==> src/rtl/wdt_pkg.sv <==
package wdt_pkg;
  localparam logic [3:0] SEL_IMMEDIATE = 4'd8;

  typedef struct packed {
    logic [3:0] sel;
    logic       irq_mode;
    logic       flag;
    logic       enable;
    logic       open;
  } wdt_cfg_t;

  function automatic int unsigned wdt_limit(input logic [3:0] sel, input int unsigned base);
    if (sel < 4'd8) return base << sel;
    return base << 7;
  endfunction
endpackage

==> src/rtl/wdt_ctrl_reg.sv <==
module wdt_ctrl_reg
  import wdt_pkg::*;
(
  input  logic       clk,
  input  logic       rst_n,
  input  logic       wr_i,
  input  logic [7:0] wdata_i,
  input  logic       expire_i,
  input  logic       immediate_i,
  output wdt_cfg_t   cfg_o,
  output logic       cfg_wr_o
);
  wdt_cfg_t cfg_q;
  wdt_cfg_t wcfg;

  assign wcfg     = wdt_cfg_t'(wdata_i);
  assign cfg_wr_o = wr_i && cfg_q.open;
  assign cfg_o    = cfg_q;

  always_ff @(posedge clk or negedge rst_n) begin
    if (!rst_n) begin
      cfg_q <= '0;
    end else begin
      if (cfg_wr_o) begin
        cfg_q.sel      <= wcfg.sel;
        cfg_q.irq_mode <= wcfg.irq_mode;
        cfg_q.enable   <= wcfg.enable;
        cfg_q.open     <= 1'b0;
        cfg_q.flag     <= (cfg_q.flag && wcfg.flag) || expire_i || immediate_i;
      end else begin
        if (wr_i && wcfg.open) cfg_q.open <= 1'b1;
        if (immediate_i) cfg_q.enable <= 1'b0;
        if (expire_i || immediate_i) cfg_q.flag <= 1'b1;
      end
    end
  end

  assert_locked_write_ignored_R3: assert property (@(posedge clk) disable iff (!rst_n)
    (wr_i && !cfg_q.open) |=> ($stable(cfg_q.sel) && $stable(cfg_q.enable) && $stable(cfg_q.irq_mode)));
  assert_write_closes_R4: assert property (@(posedge clk) disable iff (!rst_n)
    cfg_wr_o |=> !cfg_q.open);
  assert_flag_sticky_R10: assert property (@(posedge clk) disable iff (!rst_n)
    (cfg_q.flag && !cfg_wr_o) |=> cfg_q.flag);
  assert_immediate_disables_R7: assert property (@(posedge clk) disable iff (!rst_n)
    (immediate_i && !cfg_wr_o) |=> (!cfg_q.enable && cfg_q.flag));
endmodule

==> src/rtl/wdt_counter.sv <==
module wdt_counter
  import wdt_pkg::*;
#(
  parameter int unsigned BASE_TICKS = 2
) (
  input  logic       clk,
  input  logic       rst_n,
  input  logic       tick_i,
  input  logic       enable_i,
  input  logic [3:0] sel_i,
  input  logic       restart_i,
  output logic       expire_o,
  output logic       immediate_o
);
  localparam int unsigned MAX_LIMIT = BASE_TICKS << 7;
  localparam int unsigned CW = $clog2(MAX_LIMIT) + 1;

  logic [CW-1:0] cnt_q;
  logic [CW-1:0] limit;

  assign limit       = CW'(wdt_limit(sel_i, BASE_TICKS));
  assign immediate_o = enable_i && (sel_i == SEL_IMMEDIATE) && !restart_i;
  assign expire_o    = enable_i && tick_i && !restart_i && !immediate_o
                       && (cnt_q == limit - CW'(1));

  always_ff @(posedge clk or negedge rst_n) begin
    if (!rst_n) cnt_q <= '0;
    else if (!enable_i || restart_i || expire_o) cnt_q <= '0;
    else if (tick_i) cnt_q <= cnt_q + CW'(1);
  end

  assert_count_below_limit_R5: assert property (@(posedge clk) disable iff (!rst_n)
    cnt_q < limit);
  assert_idle_when_disabled_R11: assert property (@(posedge clk) disable iff (!rst_n)
    !enable_i |=> (cnt_q == '0));
endmodule

==> src/rtl/wdt_top.sv <==
module wdt_top
  import wdt_pkg::*;
#(
  parameter int unsigned BASE_TICKS = 2
) (
  input  logic       clk,
  input  logic       rst_n,
  input  logic       tick_i,
  input  logic       reg_wr_i,
  input  logic [7:0] reg_wdata_i,
  output logic [7:0] reg_rdata_o,
  output logic       wdt_reset_o,
  output logic       wdt_irq_o
);
  wdt_cfg_t cfg;
  logic     cfg_wr, expire, immediate;
  logic     rst_q;

  wdt_ctrl_reg u_reg (
    .clk(clk), .rst_n(rst_n), .wr_i(reg_wr_i), .wdata_i(reg_wdata_i),
    .expire_i(expire), .immediate_i(immediate), .cfg_o(cfg), .cfg_wr_o(cfg_wr)
  );

  wdt_counter #(.BASE_TICKS(BASE_TICKS)) u_cnt (
    .clk(clk), .rst_n(rst_n), .tick_i(tick_i), .enable_i(cfg.enable),
    .sel_i(cfg.sel), .restart_i(cfg_wr), .expire_o(expire), .immediate_o(immediate)
  );

  always_ff @(posedge clk or negedge rst_n) begin
    if (!rst_n) rst_q <= 1'b0;
    else        rst_q <= immediate || (expire && !cfg.irq_mode);
  end

  assign reg_rdata_o = cfg;
  assign wdt_reset_o = rst_q;
  assign wdt_irq_o   = cfg.flag && cfg.irq_mode;

  assert_reset_one_cycle_R8: assert property (@(posedge clk) disable iff (!rst_n)
    wdt_reset_o |=> !wdt_reset_o);
  assert_irq_mode_no_reset_R9: assert property (@(posedge clk) disable iff (!rst_n)
    (expire && cfg.irq_mode) |=> !wdt_reset_o);
  assert_reset_sets_flag_R8: assert property (@(posedge clk) disable iff (!rst_n)
    wdt_reset_o |-> cfg.flag);
endmodule

==> config.mk <==
export PLATFORM = sky130hd
export DESIGN_NAME = wdt_top
export DESIGN_NICKNAME = d
export VERILOG_FILES = /design/src/rtl/wdt_pkg.sv /design/src/rtl/wdt_ctrl_reg.sv /design/src/rtl/wdt_counter.sv /design/src/rtl/wdt_top.sv
export SDC_FILE = /design/constraint.sdc
export NUM_CORES = 1
export LEC_CHECK = 0
export BUFFER_PORTS_ARGS = -buffer_cell sky130_fd_sc_hd__buf_2
export CORE_MARGIN = 4
export CORE_UTILIZATION = 57
export CTS_CLUSTER_DIAMETER = 40
export DETAILED_ROUTE_END_ITERATION = 6
export PLACE_DENSITY_LB_ADDON = 0.1
export SYNTH_ARGS = -nofsm -noshare
export SYNTH_HDL_FRONTEND = slang
export SYNTH_SLANG_ARGS = --single-unit
==> constraint.sdc <==
create_clock -name clk -period 7.45 [get_ports clk]
set_clock_uncertainty 0.1 [all_clocks]
set_input_delay 0.3725 -clock clk [delete_from_list [all_inputs] [get_ports clk]]
set_output_delay 0.3725 -clock clk [all_outputs]
set_load 0.005 [all_outputs]
==> results by stage, run 1 <==
Critical path:
- The endpoint kind of the worst setup timing path is a flop.
- The category of the critical setup timing path is flop to flop.
- The delay of the slowest cell on the worst path is around 0.6 ns.
- Of all nets on the critical path, the largest fanout is 12.
- Data on the critical path is required at its endpoint by ~7.6 ns.
- Data on the critical path arrives at its endpoint at 3.19 ns.
- The signal on the critical path passes through nor4_4 > inv_1 > ha_1 > xor2_1 > o2111ai_1 > or4_4 > a2111oi_4 > a21o_1.
- STA classifies the critical path startpoint as a flop.
- For this design, the slowest cell found on the critical path is sky130_fd_sc_hd__a2111oi_4.

Pwr:
- The cell leakage power is 0.000544 uW.
- Dividing total power by cell area gives a power density of 218 mW/mm2.
- The fraction of power spent switching nets is 0.336.
- The sum of internal, switching and leakage power is 273 uW.
- The logic gate share of total power is 0.281.
- The maximum resistive drop on vdd is 0.175 mV.
- Of the total power, registers draw 0.493.
- The internal power of the cells totals 182 uW.
- For this design the total switching power over the nets is between 90 and 100 uW.
- Of the total power, the clock network draws 0.226.

Job:
- Across the run, the number of max-cap violations was 0.

Layout:
- The number of antenna cells inserted is 0.
- After routing the design area is 0.00125 mm2.
- From synthesis to final layout, the design area changed by 14.4%.
- In the final design database the tool counted between 100 and 150 nets.
- Of the cells placed in the final design, the portion with a size suffix greater than 1 is 0.325.

Detailed routing:
- Dividing the detail-routed via count by the number of cells gives 5.73.
- The iteration count of the initial detailed-routing pass is 4.
- The total detailed-routing wirelength is 2180 um.
- The total vias in the final route is 848.
- The DRC marker count from the first detailed-route iteration is 15.
- The DRC violation count after routing is 0.
- In this run the remaining antenna-violating nets after routing total 0.
- The wire length per cell after detailed routing is 14.7 um.

CTS:
- The TritonCTS buffer count is 3.
- The number of instances resized during post-cts repair is 0.
- The maximum count of clock buffers along a single path is 2.
- In this run the number of H-tree levels came out at 1.
- The number of setup buffers added after CTS is 0.
- Buffers inserted to repair hold after CTS numbered 1.
- Clock latency on the worst-skew pair, taken at its later pin, is 0.30 ns.
- The post-CTS clock slew at the launch and capture registers of the worst setup and hold paths is 0.11 ns.
- Counting every sink on the clock net gives 18.
- The cell chosen for the clock root is sky130_fd_sc_hd__clkbuf_4.
- TritonCTS built the clock tree.

Floorplanning:
- The width of the die is 51.9 um.
- The area of the core is 0.00178 mm2.
- The number of I/O pins is 22.
- After floorplanning, the core was divided into 15 placement rows.
- The initial cell density of the core is 0.615.
- The die is a little over 50 um tall.
- The die covers 0.00269 mm2.

Timing:
- The time the worst path needs with I/O delays and setup is roughly 3.1 ns.
- At the pin with the least slew margin, the transition time is 0.636 ns.
- Setup violations remaining at the end of the flow were counted as 0.
- The final hold violation count was 0.
- The maximum achievable frequency is about 330 MHz.
- Dividing the final minimum period by the clock period gives 0.410.
- The number of slew-limit violations in the final report is 0.
- Setup repair after global routing left no endpoint under its margin.
- The tightest slew margin relative to the limit is 0.576.
- The final total negative setup slack is 0 ns.

Place:
- The cell area after placement is 0.00121 mm2.
- Summed over all nets, the half-perimeter wirelength after detailed placement is 1620 um.
- The congestion estimate from routability-driven global placement came to around 0.82.
- The count of buffers from port buffering is 21.

Logic synthesis:
- The number of synthesis warnings is 0.
- The gate count of the mapped netlist is between 100 and 150.
- The number of different library cells in the post-synthesis netlist is 38.
- The sequential fraction of the synthesis area is 0.411.
- For this run, the leading register cell type out of synthesis is sky130_fd_sc_hd__dfrtp_1.
- The mean post-synth cell area is 10.9 um2.
- The count of flip-flops with a built-in enable after synthesis is 0.
- Of all flip-flops after synthesis, the portion carrying an async set or reset was 1.00.
- The area of the mapped netlist is approximately 0.0011 mm2.
- The flop and latch count out of synthesis is 18.
- The post-synth net total is 115.

Global routing:
- For this run, the total global-route usage over all layers was measured as 0.199.
- The first global-routing pass estimated 3930 um of wire.
- The number of antenna violations at the first check in global routing came to 0.
- The via count of the first global-routing pass is slightly above 800.
- Entering global routing, the biggest net connects 19 pins.
- The total congestion overflow is 0.

Outcome:
- The flow ran to the end, and the final reports show no timing, DRC or antenna violations.

Hold path:
- The worst hold path belongs to the class input pin to flop.
==> cell usage after synthesis, types with 2 or more instances <==
cell type	n	area, um2
sky130_fd_sc_hd__mux2_2	5	56.3
sky130_fd_sc_hd__o21ai_0	2	10.0
sky130_fd_sc_hd__a21oi_1	4	20.0
sky130_fd_sc_hd__nand2b_1	3	18.8
sky130_fd_sc_hd__buf_2	2	10.0
sky130_fd_sc_hd__inv_1	3	11.3
sky130_fd_sc_hd__buf_4	2	15.0
sky130_fd_sc_hd__ha_1	2	25.0
sky130_fd_sc_hd__xor2_1	6	52.6
sky130_fd_sc_hd__nand4_1	2	12.5
sky130_fd_sc_hd__or3b_2	2	17.5
sky130_fd_sc_hd__xnor2_1	8	70.1
sky130_fd_sc_hd__mux2i_1	2	20.0
sky130_fd_sc_hd__dfrtp_1	18	450
sky130_fd_sc_hd__nand3_1	2	10.0
sky130_fd_sc_hd__nor2_1	4	15.0
sky130_fd_sc_hd__nor3_1	8	40.0
sky130_fd_sc_hd__nand2_1	6	22.5
==> power groups by stage <==
stage	combinational, uW	sequential, uW	clock [uW]
finish	76.8	135	61.8
global route	85.8	138	68.8
floorplan	64.7	125	0
detailed placement	77.0	136	0
global placement	74.9	135	0
CTS	77.8	135	64.0
==> metal layers <==
layer | wire length (um) | global-route usage | up-vias
met5 | 0 | 0 | -
met2 | 1050 | 0.310 | 21
li1 | - | - | 410
met3 | 108 | 0.0430 | 2
met1 | 1000 | 0.278 | 415
met4 | 17 | 0.0524 | 0
==> worst max-delay path, delay by kind of cell (launching register included) <==
family                   cells  cell delay [ns]
buffers and inverters        1             0.07
XOR/XNOR                     1             0.13
AO/OA/AOI/OAI                3             0.94
AND/OR/NAND/NOR              2             0.91
adder cells (fa/ha/maj)      1             0.30
flip-flops                   1             0.53
==> sequential cells by signal, summed over array words and instances (netlist names) <==
register     cells
wdt_reset_o      1
u_reg.cfg_o      8
u_cnt.cnt_q      9
==> layout make-up <==
class | count | area [um2]
flip-flops and latches | 18 | 450
clock buffers | 4 | 36.3
inverters | 3 | 11.3
multi-input cells | 76 | 609
well taps | 25 | 31.3
fillers | 144 | 529
repair buffers | 22 | 115
==> worst paths after layout <==
| path | startpoint | endpoint | depth (start not counted) | slack [ns] |
|---|---|---|---|---|
| max | u_reg.cfg_o[5] | wdt_reset_o | 8 | 4.39 |
| min | reg_wdata_i[4] | u_reg.cfg_o[4] | 2 | 0.19 |
| max reg2reg | u_reg.cfg_o[5] | wdt_reset_o | 8 | 4.39 |
| min reg2reg | u_reg.cfg_o[2] | u_reg.cfg_o[2] | 2 | 0.45 |
| max in group asynchronous | rst_n | u_reg.cfg_o[1] | 2 | 6.54 |
| min in group asynchronous | rst_n | u_cnt.cnt_q[8] | 2 | 0.42 |
==> per-stage QoR <==
stage	instances	util	hold WS [ns]	setup slack (ns)
after global placement	143	0.677	0.223	4.55
final	148	0.703	0.190	4.39
after global routing	148	0.703	0.190	4.22
after detailed placement	143	0.677	0.226	4.45
after CTS	148	0.703	0.189	4.40
after floorplan	101	-	-0.0231	4.74
==> cell usage in the layout, fill, tap and decap left out, types with 2 or more instances in the layout <==
| cell | count |
|---|---|
| sky130_fd_sc_hd__inv_1 | 3 |
| sky130_fd_sc_hd__mux2_2 | 5 |
| sky130_fd_sc_hd__nand2b_1 | 3 |
| sky130_fd_sc_hd__ha_1 | 2 |
| sky130_fd_sc_hd__xnor2_1 | 8 |
| sky130_fd_sc_hd__nor3_1 | 8 |
| sky130_fd_sc_hd__or3b_2 | 2 |
| sky130_fd_sc_hd__nor2_1 | 4 |
| sky130_fd_sc_hd__dfrtp_1 | 18 |
| sky130_fd_sc_hd__nand4_1 | 2 |
| sky130_fd_sc_hd__mux2i_1 | 2 |
| sky130_fd_sc_hd__clkbuf_4 | 3 |
| sky130_fd_sc_hd__xor2_1 | 6 |
| sky130_fd_sc_hd__a21oi_1 | 4 |
| sky130_fd_sc_hd__nand2_1 | 6 |
| sky130_fd_sc_hd__nand3_1 | 2 |
| sky130_fd_sc_hd__buf_2 | 21 |
| sky130_fd_sc_hd__o21ai_0 | 2 |
==> cells by family after synthesis <==
family                     after synthesis  share of synthesized area
muxes                                    7                     0.0696
DFF                                     18                      0.411
xor gates and xnor gates                14                      0.112
and+or+nand+nor                         38                      0.240
adders and majority gates                2                     0.0228
buffers and inverters                    7                     0.0331
AOI/OAI and AO/OA                       15                      0.112
(Power assumes the default switching activity.)
==> inputs of run 2 (changes only) <==
--- a/config.mk
+++ b/config.mk
@@ -7,7 +7,7 @@
 export LEC_CHECK = 0
 export BUFFER_PORTS_ARGS = -buffer_cell sky130_fd_sc_hd__buf_2
 export CORE_MARGIN = 4
-export CORE_UTILIZATION = 57
+export CORE_UTILIZATION = 53
 export CTS_CLUSTER_DIAMETER = 40
 export DETAILED_ROUTE_END_ITERATION = 6
 export PLACE_DENSITY_LB_ADDON = 0.1
==> constraint.sdc (replaced) <==
create_clock -name clk -period 2.9 [get_ports clk]
set_clock_uncertainty 0.1 [all_clocks]
set_input_delay 0.145 -clock clk [delete_from_list [all_inputs] [get_ports clk]]
set_output_delay 0.145 -clock clk [all_outputs]
set_load 0.005 [all_outputs]
==> run 2 against run 1 <==
Clock power grew 96%. First-iteration DRC count shrank 73%. Final cell count grew 9.5%. Global-route usage shrank 1.5 points. Core utilization shrank 0.99 points. Sequential share of layout area shrank 2.8 points. Non-clock buffer count grew 13. Clock-buffer cell count shrank 1. Worst hold slack lost 0.17 ns.
==> results by stage, run 2 (same netlist as run 1, synthesis figures left out) <==
Critical path:
- The arrival time at the worst endpoint was 2.81 ns (-0.38 ns).
- STA classifies the critical path endpoint as a flop.
- Among all stages on the critical path, the largest delay is contributed by sky130_fd_sc_hd__or4_4.
- The critical register-to-register path endpoint is u_cnt.cnt_q[3].
- Walking the worst path, the cells encountered are nor4_4 > inv_1 > ha_1 > xor2_1 > o2111ai_1 > or4_4 > a2111oi_4 > buf_4 > nor3_1.
- The highest net fanout along the worst path was 10 (-2).
- The cell depth of the worst flop-to-flop path came to 9 (+1).
- The worst setup path is launched from a flop.
- The data required time of the worst path is 2.97 ns (-4.61 ns).
- In this run the critical register-to-register path is launched from u_reg.cfg_o[6].
- The delay of the slowest cell on the worst path came to 0.55 ns (-0.04 ns).
- The setup slack of the most critical reg-to-reg path is 0.16 ns (-4.23 ns).
- The category of the critical setup timing path is flop to flop.

Floorplanning:
- The full die area is 0.00286 mm2 (+6.4%).
- The chip height is 53.5 um (+3.1%).
- The number of I/O pins came to 22 (unchanged).
- The number of core rows is 16 (+1).
- The area of the core is 0.00196 mm2 (+10%).
- The initial cell density of the core is 0.559 (-0.0561).
- The width of the die is 53.5 um (+3.1%).

Place:
- The count of buffers from port buffering came to 21 (unchanged).
- The half-perimeter wire length of the detailed placement result is 1610 um (-0.66%).
- The final RePlAce weighted congestion came to 0.796 (-2.4%).

CTS:
- The TritonCTS buffer count came to 3 (unchanged).
- The post-CTS clock slew at the launch and capture registers of the worst setup and hold paths is 0.10 ns (about the same).
- The number of setup buffers added after CTS is 0 (unchanged).
- In this run the clock root is driven by a sky130_fd_sc_hd__clkbuf_4.
- TritonCTS built the clock tree.
- The number of H-tree levels came to 1 (unchanged).
- The maximum count of clock buffers along a single path is 2 (unchanged).
- The number of instances resized during post-cts repair is 0 (unchanged).
- The clock insertion delay at the later pin of the skew report is 0.29 ns (about the same).
- The number of clock sinks seen by CTS is 18 (unchanged).

Pwr:
- The power per standard cell area is 511 mW/mm2 (+130%).
- The cell leakage power is 0.000596 uW (+9.5%).
- The maximum resistive drop on vdd came to 0.406 mV (+130%).

Layout:
- The final layout net count is 151 (+9.4%).
- The final-layout fill cell count is 159 (+10%).
- The share of cells above drive strength 1 is 0.326 (+0.000723).
- The library cell used most frequently in the layout, excluding fill and tap cells, is sky130_fd_sc_hd__buf_2.
- The most flop-heavy register is u_cnt.cnt_q.
- In the layout the commonest cells are sky130_fd_sc_hd__buf_2 (21), sky130_fd_sc_hd__dfrtp_1 (18), sky130_fd_sc_hd__dlygate4sd3_1 (9).
- The number of antenna cells inserted is 0 (unchanged).
- The flip-flop count of the largest register, all copies and words added is 9 (unchanged).
- The synthesis-to-layout area growth is 24.1%.

Global routing:
- The aggregate global-route resource usage is 0.184 (-0.0151).
- The maximum number of pins on one net before global-route repair was 19 (unchanged).
- The global-route wire length before repair is 3800 um (-3.3%).
- The via count of the first global-routing pass is 863 (+4.9%).
- The number of antenna violations at the first check in global routing is 0 (unchanged).
- The total congestion overflow came to 0 (unchanged).

Timing:
- The post-route fraction of the period consumed by the critical path is 0.945 (+0.535).
- The tightest slew margin relative to the limit is 0.731 (+0.155).
- The transition time of the tightest slew-check pin was 0.403 ns (-0.233 ns).
- The number of setup violations in the final report is 0 (unchanged).
- The minimum hold slack is 0.0155 ns (-0.175 ns).
- The time the worst path needs with I/O delays and setup was 2.74 ns (-0.316 ns).
- The final hold violation count is 0 (unchanged).
- Setup repair after global routing left no endpoint under its margin.
- The number of slew-limit violations in the final report is 0 (unchanged).
- The final total negative setup slack is 0 ns (unchanged).
- The maximum achievable frequency is 365 MHz (+12%).

Hold path:
- The startpoint of the most critical hold path is reg_wdata_i[1].
- The worst hold path stage count is 2 (unchanged).
- The worst-case hold path end point is u_reg.cfg_o[1].
- In this run the worst hold path is classified as input pin to flop.

Job:
- The count of maximum capacitance violations is 0 (unchanged).

Detailed routing:
- The number of nets with antenna violations after detailed routing is 0 (unchanged).
- The DRC violation count after routing was 0 (unchanged).
- The DRC marker count from the first detailed-route iteration is 4 (-11).
- The iteration count of the initial detailed-routing pass is 4 (unchanged).
- The total detailed-routing wirelength is 2270 um (+4.2%).
- The wire length per cell after detailed routing was 14.0 um (-4.8%).
- The routed via count divided by cell count is 5.35 (-6.7%).
- The total vias in the final route came to 866 (+2.1%).

Outcome:
- The flow ran to the end, and the final reports show no timing, DRC or antenna violations.
[run 2: cell count changes in the layout (fill, tap and decap cells not counted), sizes merged]
cell         delta
dlygate4sd3     +8
clkbuf          -1
buf             +5
[run 2: report_power, final]
| part | internal, uW | total, uW | switching, uW |
|---|---|---|---|
| registers | 282 | 320 | 37.9 |
| clock network | 48.3 | 121 | 72.9 |
| logic | 133 | 254 | 121 |
[run 2: how the worst max path moves through the flow]
stage | from | end | depth (start not counted)
after floorplan | u_reg.cfg_o[4] | wdt_reset_o | 8
after global placement | u_reg.cfg_o[5] | u_cnt.cnt_q[3] | 9
after detailed placement | u_reg.cfg_o[5] | u_cnt.cnt_q[3] | 9
after CTS | u_reg.cfg_o[5] | u_cnt.cnt_q[3] | 9
after global routing | u_reg.cfg_o[6] | u_cnt.cnt_q[4] | 9
final | u_reg.cfg_o[6] | u_cnt.cnt_q[3] | 9
[run 2: metal layers]
layer	wire length, um	vias to the layer above	track usage
met4	21	0	0.0766
met2	1110	15	0.290
li1	-	432	-
met1	1070	415	0.243
met3	72	4	0.0338
met5	0	-	0
[run 2: layout make-up]
class	instances	area [um2]	share of cell area
Inverter	3	11.3	0.00828
Clock buffer	3	22.5	0.0166
Sequential cell	18	450	0.331
Multi-Input combinational cell	76	609	0.448
Timing Repair Buffer	35	233	0.171
Tap cell	27	33.8	0.0248
[run 2: per-stage QoR]
| step | power [uW] | utilization | worst slack (ns) | cell area [um2] | instances |
|---|---|---|---|---|---|
| after floorplan | 488 | - | 0.193 | 1100 | 101 |
| after global placement | 564 | 0.636 | 0.253 | 1250 | 150 |
| after global routing | 743 | 0.693 | 0.0135 | 1360 | 162 |
| after detailed placement | 569 | 0.636 | 0.184 | 1250 | 150 |
| after CTS | 700 | 0.688 | 0.158 | 1350 | 161 |
| final | 695 | 0.693 | 0.159 | 1360 | 162 |
[run 2: worst max-delay path: cells and delay by family, from the launching register on]
family / cells / cell delay (ns)
compound gates: 2 / 0.41
buf+inv: 2 / 0.29
fa+ha+maj: 1 / 0.30
simple gates: 3 / 0.90
flops: 1 / 0.47
xor+xnor: 1 / 0.14
[run 2: timing repair]
action / in CTS / in global routing
hold endpoints to repair: 24 / 1
hold buffers: 8 / 1
endpoints found under the setup margin: 0 / 0
